File: config.mk
export PLATFORM = sky130hd
export DESIGN_NAME = i2c_mode_ctrl
export DESIGN_NICKNAME = d
export VERILOG_FILES = /design/src/rtl/i2c_mc_pkg.sv /design/src/rtl/i2c_mc_regs.sv /design/src/rtl/i2c_mc_seq.sv /design/src/rtl/i2c_mc_det.sv /design/src/rtl/i2c_mode_ctrl.sv
export SDC_FILE = /design/constraint.sdc
export NUM_CORES = 1
export LEC_CHECK = 0
export ABC_CLOCK_PERIOD_IN_PS = 2500
export BUFFER_PORTS_ARGS = -buffer_cell sky130_fd_sc_hd__buf_2
export CAP_MARGIN = 20
export CORE_UTILIZATION = 50
export DETAILED_ROUTE_END_ITERATION = 8
export GPL_ROUTABILITY_DRIVEN = 0
export PLACE_DENSITY = 0.79
export SLEW_MARGIN = 10
export SYNTH_ARGS = -nofsm -noshare
export SYNTH_HDL_FRONTEND = slang
export SYNTH_SLANG_ARGS = --single-unit
export TNS_END_PERCENT = 20
File: constraint.sdc
create_clock -name clk -period 2.5 [get_ports clk]
set_input_delay 0.375 -clock clk [delete_from_list [all_inputs] [get_ports clk]]
set_output_delay 0.375 -clock clk [all_outputs]
set_load 0.1 [all_outputs]
File: src/rtl/i2c_mc_pkg.sv
package i2c_mc_pkg;
   typedef enum logic [3:0] {
      PH_IDLE, PH_S1, PH_S2, PH_HOLD,
      PH_R1, PH_R2, PH_R3, PH_R4,
      PH_P1, PH_P2, PH_P3
   } phase_e;

   typedef struct packed {
      logic start;
      logic rstart;
      logic stop;
   } cond_req_t;
endpackage

File: src/rtl/i2c_mc_regs.sv
module i2c_mc_regs
   import i2c_mc_pkg::*;
(
   input  logic      clk,
   input  logic      rst_n,
   input  logic      wr_en,
   input  logic      wr_mst,
   input  logic      wr_rsta,
   input  logic      wr_acken,
   input  logic      wr_intf,
   input  logic      byte_done,
   input  logic      arb_loss,
   input  logic      slave_active,
   input  logic      bus_busy,
   input  logic      eng_idle,
   input  logic      eng_hold,
   output logic      master,
   output logic      int_flag,
   output logic      arb_flag,
   output logic      cmd_err,
   output logic      ack_en,
   output cond_req_t req
);
   logic mst_q, int_q, arb_q, err_q, acken_q;
   logic conflict, accept, lost, go_start, go_stop, go_rsta;

   always_comb begin
      conflict = wr_en & wr_rsta & ~wr_mst;
      accept   = wr_en & ~conflict;
      lost     = arb_loss & mst_q;
      go_start = accept & wr_mst & ~mst_q & ~bus_busy & ~slave_active & eng_idle;
      go_stop  = accept & ~wr_mst & mst_q & int_q & bus_busy & eng_hold & ~lost;
      go_rsta  = accept & wr_rsta & wr_mst & mst_q & int_q & eng_hold & ~lost;
   end

   always_ff @(posedge clk or negedge rst_n) begin
      if (!rst_n) begin
         mst_q   <= 1'b0;
         int_q   <= 1'b0;
         arb_q   <= 1'b0;
         err_q   <= 1'b0;
         acken_q <= 1'b0;
         req     <= '0;
      end else begin
         if (lost)          mst_q <= 1'b0;
         else if (go_start) mst_q <= 1'b1;
         else if (go_stop)  mst_q <= 1'b0;

         if (lost)          arb_q <= 1'b1;
         else if (go_start) arb_q <= 1'b0;

         if (byte_done)                int_q <= 1'b1;
         else if (accept && !wr_intf)  int_q <= 1'b0;

         if (wr_en)  err_q   <= conflict;
         if (accept) acken_q <= wr_acken;

         req.start  <= go_start;
         req.rstart <= go_rsta;
         req.stop   <= go_stop;
      end
   end

   assign master   = mst_q;
   assign int_flag = int_q;
   assign arb_flag = arb_q;
   assign cmd_err  = err_q;
   assign ack_en   = acken_q;


   start_mode_chk: assert property (@(posedge clk) disable iff (!rst_n)
      req.start |-> mst_q);

   arb_drop_chk: assert property (@(posedge clk) disable iff (!rst_n)
      arb_loss && mst_q |=> !mst_q && arb_q);

   conflict_rej_chk: assert property (@(posedge clk) disable iff (!rst_n)
      wr_en && wr_rsta && !wr_mst && !arb_loss |=> $stable(mst_q) && err_q);

   gated_stop_chk: assert property (@(posedge clk) disable iff (!rst_n)
      wr_en && !int_q && !wr_mst && mst_q && !arb_loss |=> mst_q);

   slave_block_chk: assert property (@(posedge clk) disable iff (!rst_n)
      wr_en && slave_active && !mst_q |=> !mst_q && $stable(arb_q));
endmodule

File: src/rtl/i2c_mc_seq.sv
module i2c_mc_seq
   import i2c_mc_pkg::*;
#(
   parameter int DIV_W = 8
) (
   input  logic             clk,
   input  logic             rst_n,
   input  logic [DIV_W-1:0] half_period,
   input  cond_req_t        req,
   input  logic             abort,
   output logic             scl_low,
   output logic             sda_low,
   output logic             idle,
   output logic             hold
);
   if (DIV_W < 2 || DIV_W > 16) begin : g_bad_div_w
      $error("i2c_mc_seq: DIV_W must be within 2..16");
   end

   phase_e           ph;
   logic [DIV_W-1:0] tmr;
   logic [DIV_W-1:0] load_val;

   assign load_val = (half_period == '0) ? '0 : half_period - 1'b1;

   function automatic phase_e next_ph(input phase_e p);
      case (p)
         PH_S1:   return PH_S2;
         PH_S2:   return PH_HOLD;
         PH_R1:   return PH_R2;
         PH_R2:   return PH_R3;
         PH_R3:   return PH_R4;
         PH_R4:   return PH_HOLD;
         PH_P1:   return PH_P2;
         PH_P2:   return PH_P3;
         default: return PH_IDLE;
      endcase
   endfunction

   always_ff @(posedge clk or negedge rst_n) begin
      if (!rst_n) begin
         ph  <= PH_IDLE;
         tmr <= '0;
      end else if (abort) begin
         ph  <= PH_IDLE;
         tmr <= '0;
      end else begin
         case (ph)
            PH_IDLE: if (req.start) begin
               ph  <= PH_S1;
               tmr <= load_val;
            end
            PH_HOLD: if (req.rstart) begin
               ph  <= PH_R1;
               tmr <= load_val;
            end else if (req.stop) begin
               ph  <= PH_P1;
               tmr <= load_val;
            end
            default: if (tmr == '0) begin
               ph  <= next_ph(ph);
               tmr <= load_val;
            end else begin
               tmr <= tmr - 1'b1;
            end
         endcase
      end
   end

   always_comb begin
      scl_low = ph inside {PH_S2, PH_HOLD, PH_R1, PH_R4, PH_P1};
      sda_low = ph inside {PH_S1, PH_S2, PH_R3, PH_R4, PH_P1, PH_P2};
      idle    = (ph == PH_IDLE);
      hold    = (ph == PH_HOLD);
   end


   req_single_chk: assert property (@(posedge clk) disable iff (!rst_n)
      $onehot0({req.start, req.rstart, req.stop}));

   start_edge_chk: assert property (@(posedge clk) disable iff (!rst_n)
      req.start && ph == PH_IDLE && !abort |=> sda_low && !scl_low);

   stop_release_chk: assert property (@(posedge clk) disable iff (!rst_n)
      ph == PH_P3 && tmr == '0 && !abort |=> !sda_low && !scl_low);

   abort_free_chk: assert property (@(posedge clk) disable iff (!rst_n)
      abort |=> !sda_low && !scl_low);
endmodule

File: src/rtl/i2c_mc_det.sv
module i2c_mc_det #(
   parameter int SYNC_STAGES = 2
) (
   input  logic clk,
   input  logic rst_n,
   input  logic scl_in,
   input  logic sda_in,
   output logic start_det,
   output logic stop_det,
   output logic busy
);
   if (SYNC_STAGES < 0 || SYNC_STAGES > 3) begin : g_bad_sync
      $error("i2c_mc_det: SYNC_STAGES must be within 0..3");
   end

   logic scl_s, sda_s, scl_p, sda_p, busy_q;

   if (SYNC_STAGES == 0) begin : g_nosync
      assign scl_s = scl_in;
      assign sda_s = sda_in;
   end else begin : g_sync
      logic [SYNC_STAGES-1:0] scl_sh, sda_sh;
      always_ff @(posedge clk or negedge rst_n) begin
         if (!rst_n) begin
            scl_sh <= '1;
            sda_sh <= '1;
         end else begin
            scl_sh[0] <= scl_in;
            sda_sh[0] <= sda_in;
            for (int i = 1; i < SYNC_STAGES; i++) begin
               scl_sh[i] <= scl_sh[i-1];
               sda_sh[i] <= sda_sh[i-1];
            end
         end
      end
      assign scl_s = scl_sh[SYNC_STAGES-1];
      assign sda_s = sda_sh[SYNC_STAGES-1];
   end

   always_ff @(posedge clk or negedge rst_n) begin
      if (!rst_n) begin
         scl_p  <= 1'b1;
         sda_p  <= 1'b1;
         busy_q <= 1'b0;
      end else begin
         scl_p <= scl_s;
         sda_p <= sda_s;
         if (start_det)     busy_q <= 1'b1;
         else if (stop_det) busy_q <= 1'b0;
      end
   end

   assign start_det = scl_s & scl_p & sda_p & ~sda_s;
   assign stop_det  = scl_s & scl_p & ~sda_p & sda_s;
   assign busy      = busy_q;


   busy_set_chk: assert property (@(posedge clk) disable iff (!rst_n)
      start_det |=> busy_q);

   busy_clr_chk: assert property (@(posedge clk) disable iff (!rst_n)
      stop_det && !start_det |=> !busy_q);
endmodule

File: src/rtl/i2c_mode_ctrl.sv
module i2c_mode_ctrl
   import i2c_mc_pkg::*;
#(
   parameter int DIV_W       = 8,
   parameter int SYNC_STAGES = 2
) (
   input  logic             clk,
   input  logic             rst_n,
   input  logic [DIV_W-1:0] half_period,
   input  logic             wr_en,
   input  logic             wr_mst,
   input  logic             wr_rsta,
   input  logic             wr_acken,
   input  logic             wr_intf,
   input  logic             byte_done,
   input  logic             rx_dir,
   input  logic             addr_ack,
   input  logic             arb_loss,
   input  logic             slave_active,
   input  logic             ack_slot,
   input  logic             scl_in,
   input  logic             sda_in,
   output logic             scl_oe,
   output logic             sda_oe,
   output logic             master,
   output logic             bus_busy,
   output logic             int_flag,
   output logic             arb_flag,
   output logic             cmd_err,
   output logic             ack_en
);
   cond_req_t req;
   logic eng_idle, eng_hold, eng_scl_low, eng_sda_low;
   logic start_det, stop_det, addr_ackd, ack_drive;

   i2c_mc_regs u_regs (
      .clk(clk), .rst_n(rst_n),
      .wr_en(wr_en), .wr_mst(wr_mst), .wr_rsta(wr_rsta),
      .wr_acken(wr_acken), .wr_intf(wr_intf),
      .byte_done(byte_done), .arb_loss(arb_loss),
      .slave_active(slave_active), .bus_busy(bus_busy),
      .eng_idle(eng_idle), .eng_hold(eng_hold),
      .master(master), .int_flag(int_flag), .arb_flag(arb_flag),
      .cmd_err(cmd_err), .ack_en(ack_en), .req(req)
   );

   i2c_mc_seq #(.DIV_W(DIV_W)) u_seq (
      .clk(clk), .rst_n(rst_n), .half_period(half_period),
      .req(req), .abort(arb_loss & master),
      .scl_low(eng_scl_low), .sda_low(eng_sda_low),
      .idle(eng_idle), .hold(eng_hold)
   );

   i2c_mc_det #(.SYNC_STAGES(SYNC_STAGES)) u_det (
      .clk(clk), .rst_n(rst_n), .scl_in(scl_in), .sda_in(sda_in),
      .start_det(start_det), .stop_det(stop_det), .busy(bus_busy)
   );

   always_ff @(posedge clk or negedge rst_n) begin
      if (!rst_n)                    addr_ackd <= 1'b0;
      else if (start_det | stop_det) addr_ackd <= 1'b0;
      else if (addr_ack & ~master)   addr_ackd <= 1'b1;
   end

   assign ack_drive = ack_en & (master ? rx_dir : addr_ackd);
   assign scl_oe    = eng_scl_low;
   assign sda_oe    = eng_sda_low | (ack_slot & ack_drive);


   ack_quiet_chk: assert property (@(posedge clk) disable iff (!rst_n)
      !ack_en && !eng_sda_low |-> !sda_oe);

   slave_addr_chk: assert property (@(posedge clk) disable iff (!rst_n)
      stop_det |=> !addr_ackd);
endmodule

* After elaboration in Yosys (flattened, before gate mapping) *
Memory sizes are Yosys's and may differ from the RTL's.
Cells that the tools add are included.

word-level totals
  register bits after elaboration = 28
  ROM bits = 64
  input bits = 23
  output and inout port bits = 8
  word-level logic and storage cells = 108
  memories = 1

memories
  memory           depth  width  read ports  clocked after memory_dff  write ports  RTL line          source
  (no name shown)  16     4      1           0                         0            i2c_mc_seq.sv:27  case (p)

operators by class
  add/subtract/negate cells = 2
  eq/ne operators = 10
  mux-type cells = 25
  bitwise operators = 39
  reductions and logical operators = 15

operator list
  kind                                                                   number
  8-bit two-way mux                                                      6
  1-bit AND                                                              29
  4-bit two-way mux                                                      5
  8-bit logical NOT                                                      2
  8-bit one-hot mux with 2 select lines                                  1
  8-bit by 1-bit subtractor with 8-bit output, second input constant     2
  4-bit by 3-bit equality test with 1-bit output, second input constant  3
  1-bit two-way mux                                                      12
  4-bit by 2-bit equality test with 1-bit output, second input constant  2
  4-bit equality test, second input constant                             2
  1-bit NOT                                                              8
  4-bit one-hot mux with 2 select lines                                  1
  2-bit nonzero test                                                     4
  6-bit nonzero test                                                     1
  5-bit nonzero test                                                     1
  4-bit by 1-bit equality test with 1-bit output, second input constant  1
  4-bit logical NOT                                                      1
  4-bit != test, second input constant                                   1
  4-bit nonzero test                                                     1
  3-bit != test, second input constant                                   1
  3-bit AND reduction                                                    1
  3-bit nonzero test                                                     1
  1-bit bitwise OR                                                       2
  2-bit AND reduction                                                    1
  other kinds (2)                                                        2

* Logic depth before layout (Yosys ltp) *
  depth after elaboration = 13
  gate-level depth with buffers = 8
  depth with buffers taken out = 7

* Hierarchy *
A second synthesis with hierarchy kept.

second synthesis, totals
  cell total of the unflattened synthesis = 184
  area, all modules = 1789.2 µm²

by module, submodules not included
  module         times used  cells an instance  area an instance (µm²)  sequential area each (µm²)
  i2c_mc_seq     1           137                1172.4                  300.3
  i2c_mc_regs    1           26                 327.8                   200.2
  i2c_mc_det     1           14                 216.5                   182.7
  i2c_mode_ctrl  1           7                  72.6                    25.0

* Worst setup path before layout *
No wires, ideal clock.

  path type = reg2out
  from = register u_seq.ph[1]
  to = output port sda_oe
  arrival = 2402 ps
  data required time = 2125 ps
  slack = -277 ps
  stages on the path, launching flop included = 5
  cells stage by stage = dfrtp_1 ha_1 clkbuf_1 a21oi_1 o221ai_1

between the ends
  cells in the longest elaborated chain, start to end = 3
  elaborated cells between the ends (all ways) = 8
  classes of those cells = eq/ne: 6; bitwise: 1; reduce/logical: 1

RTL lines
  element                                                                       RTL line             source
  from (decl)                                                                   i2c_mc_seq.sv:20     phase_e ph;
  from (signal assigned)                                                        i2c_mc_seq.sv:61     ph <= next_ph(ph);
  4-bit by 1-bit equality test with 1-bit output, or another cell as far along  i2c_mc_seq.sv:72     sda_low = ph inside {PH_S1, PH_S2, PH_R3, PH_R4, PH_P1, PH_P2};
  6-bit nonzero test *                                                          i2c_mc_seq.sv:72
  1-bit bitwise OR *                                                            i2c_mode_ctrl.sv:67  assign sda_oe = eng_sda_low | (ack_slot & ack_drive);
  to (decl)                                                                     i2c_mode_ctrl.sv:24  output logic sda_oe,

Mark *: on every way between the ends. The rest lies on a longest branch, timed or not.

* Worst setup path after layout *
Same ends and word-level chain as after synthesis.

==> parameters.txt <==
Parameter                              Value

Timing
  Max-slew violation count ... 0
  Hold slack ... 30.1 ps
  Final hold vios ... 0
  Worst slew pin tran ... 585 ps
  Highest clock rate ... between 400 and 500 MHz
  Period minus WS final ... 2280 ps
  Setup Total Neg Slack ... 0 ps
  Worst setup skew after layout ... 9.33 ps
  Max_slew headroom ... 0.610
  Setup-violating endpoint count in the final report ... 0
  RSZ-0062 raised after global routing ... no
  Post-route clock period utilization ... 0.911

Setup path
  Critical path, cell by cell ... inv_1, ha_1, a21oi_1, o221ai_2, buf_2
  Required time at the worst-slack endpoint ... 2120 ps
  Type of the worst setup path ... register to primary output
  Arrival time of data at the critical path endpoint ... 1900 ps
  Type of origin of the critical path ... register
  Type of element capturing the critical path ... primary output
  Number of buffers and inverters on the critical path ... 2
  Slowest cell on crit path ... sky130_fd_sc_hd__buf_2
  Kind of cell adding the most delay to the critical path ... buffers and inverters
  Max incr delay on CP ... between 400 and 500 ps
  Critical path peak fanout ... 8

Synth
  Share of Yosys cell area claimed by the top area cell type ... 0.331
  Number of register bits inferred by synthesis ... 28
  Post-synth top area cell ... sky130_fd_sc_hd__dfrtp_1
  Library cells used by synthesis ... 45
  Post-Syn Instances ... 184
  Mapped cell area ... 1660 um2
  Syn nets ... 215
  Top area cells in the synthesized netlist ... sky130_fd_sc_hd__dfrtp_1 33%, sky130_fd_sc_hd__dfstp_2 9.5%, sky130_fd_sc_hd__ha_1 6.0%, sky130_fd_sc_hd__nor2_1 4.1%, sky130_fd_sc_hd__a21oi_1 3.6%
  Number of enable flip-flop cells after synthesis ... 0
  Async S/R FF share, synth ... 1.00
  Main synth FF type ... sky130_fd_sc_hd__dfrtp_1
  Sequential element share of the synthesized area ... 0.426
  Synthesized area divided by synthesized cell count ... 9.04 um2
  Warnings, synthesis ... 0

Routing
  Number of routed nets with antenna violations ... 0
  Total vias in the final route ... about 1500
  Routed length per placed instance ... 12.6 um
  Post-Route WL ... 3240 um
  Routed via count divided by cell count ... 5.67
  DRC violation total after the first TritonRoute iteration ... 57
  Length of the first detailed-routing pass in iterations ... 4
  Number of design rule violations left after detail routing ... 0

Run status
  Status ... finished, final reports clean

Layout
  Layout cells sized above 1 ... 0.238
  Number of fill cells in the layout ... 293
  Final instance area ... around 1900 um2
  Final standard cell utilization of the core ... 0.614
  Final nets ... between 200 and 250
  Number of inserted diodes ... 0
  Area Growth Syn to Fin ... 14.5%

Floorplanning
  Number of cell rows ... 20
  Number of top-level design ports ... 31
  Die X-Extent ... 59.7 um
  Die Area ... 3560 um2
  Die extent in y ... 59.7 um
  Placeable core region ... 3100 um2
  Effective utilization at floorplan ... 0.536

GRT
  Tot GR Track Use ... 0.210
  Antenna violations before repair ... 0
  Wire length of the first global-routing pass ... 5600 um
  Vias in the first global route ... 1278
  Maximum number of pins on one net before global-route repair ... 29
  Total congestion overflow after global routing ... 0

Clock network
  Number of gates resized after CTS ... 0
  Clock-pin slew on the worst setup and hold paths ... 140 ps
  Clock sink total ... 28
  Number of buffers added by the clock tree synthesis step ... 3
  CTS tree ... yes
  Clock insertion delay at the later pin of the skew report ... 320 ps
  Maximum clock insertion buffer count ... 2
  Cell chosen for the clock root ... sky130_fd_sc_hd__clkbuf_4
  Quantity of hold-fixing buffers added after cts ... 0
  Level count of the clock H-tree ... 1
  Setup Fix Bufs, Post-CTS ... 0

Power and ir drop
  Static Leakage ... 0.864 nW
  Sum of internal, switching and leakage power ... 0.892 mW
  Worst vdd rail ir drop ... 0.000349 V
  Power density over the cells ... 468 nW/um2

Place
  Quantity of I/O buffers inserted on ports ... 30
  HPWL Detailed ... 2550 um
  Placed standard-cell area ... 1850 um2

Worst hold path
  Path class of the lowest-slack min-delay path ... primary input to asynchronous set/reset pin

Flow run
  Total of max-cap violations ... 0
## registers in the layout, summed over array words and instances (netlist names)
signal,flops
u_regs.cmd_err,1
u_regs.ack_en,1
u_regs.arb_flag,1
u_seq.ph,4
u_regs.int_flag,1
u_det.scl_p,1
u_det.busy,1
u_det.g_sync.sda_sh,2
u_det.g_sync.scl_sh,2
addr_ackd,1
u_regs.req,3
u_det.sda_p,1
u_seq.tmr,8
u_regs.master,1
## cell usage in the layout (no fill, tap or decap), drive strengths merged, types with 2 or more instances in the layout
master / instances
a21oi: 12
o21ai: 16
xnor2: 2
nand2: 11
clkbuf: 3
mux2: 2
nor3b: 4
o22ai: 5
xor2: 3
and3: 2
or4: 2
nor3: 6
nor4: 4
a211oi: 3
a211o: 3
nor2b: 2
nand3: 8
dfrtp: 22
dfstp: 6
nand2b: 5
buf: 32
mux2i: 2
nor2: 18
or2: 2
a31oi: 5
ha: 8
inv: 12
## layer usage
layer  routed length (um)  track usage
met1                 1540        0.288
met2                 1550        0.337
met3                  128       0.0455
met4                   23       0.0598
met5                    0            0
## area by class of cell
type                            instances  area (um2)  share of cell area
Timing Repair Buffer                   32         165              0.0867
Sequential cell                        28         708               0.372
Clock buffer                            3        22.5              0.0118
Clock inverter                          1        30.0              0.0158
Inverter                               12        45.0              0.0236
Multi-Input combinational cell        138         880               0.462
Tap cell                               44        55.1              0.0289
## per-stage QoR
step / std cells / setup slack [ps]
floorplan: 184 / -189
global placement: 254 / 360
detailed placement: 254 / 313
CTS: 258 / 203
global route: 258 / 49.8
finish: 258 / 223
## cell families (layout without fill, tap and decap cells)
group | Yosys count | after routing | synth area share
adders and majority gates | 8 | 8 | 0.0602
AOI/OAI and AO/OA | 50 | 50 | 0.186
and+or+nand+nor | 71 | 71 | 0.226
xor gates and xnor gates | 5 | 5 | 0.0263
DFF | 28 | 28 | 0.426
buffers and inverters | 18 | 48 | 0.0496
muxes | 4 | 4 | 0.0256
## cell usage after synthesis (4+ instances only)
library cell               number
sky130_fd_sc_hd__dfrtp_1       22
sky130_fd_sc_hd__nor2_1        18
sky130_fd_sc_hd__a21oi_1       12
sky130_fd_sc_hd__inv_1         12
sky130_fd_sc_hd__o21ai_0       12
sky130_fd_sc_hd__nand2_1       10
sky130_fd_sc_hd__ha_1           8
sky130_fd_sc_hd__nand3_1        8
sky130_fd_sc_hd__dfstp_2        6
sky130_fd_sc_hd__nor3_1         6
sky130_fd_sc_hd__a31oi_1        5
sky130_fd_sc_hd__nand2b_1       5
sky130_fd_sc_hd__nor3b_1        4
sky130_fd_sc_hd__nor4_1         4
sky130_fd_sc_hd__o21ai_1        4
sky130_fd_sc_hd__o22ai_1        4
## path summary, 6_finish.rpt
path	from	end	slack, ps	depth (start not counted)
worst max register to register	u_seq.tmr[0]	u_seq.tmr[4]	290	7
max in group asynchronous	rst_n	u_det.scl_p	2080	1
worst max-delay path	u_seq.ph[1]	sda_oe	220	5
min in group clk	sda_in	u_det.g_sync.sda_sh[0]	140	1
worst min register to register	u_det.g_sync.scl_sh[0]	u_det.g_sync.scl_sh[1]	370	0
worst min-delay path	rst_n	u_regs.req[0]	30	1
## report_power, final
group	total [mW]	leakage [nW]	internal (mW)	switching, mW
Combinational	0.127	0.522	0.0344	0.0929
Sequential	0.478	0.314	0.469	0.00888
Clock	0.286	0.0279	0.162	0.124
Note: power is estimated with default switching activity, not from simulation.
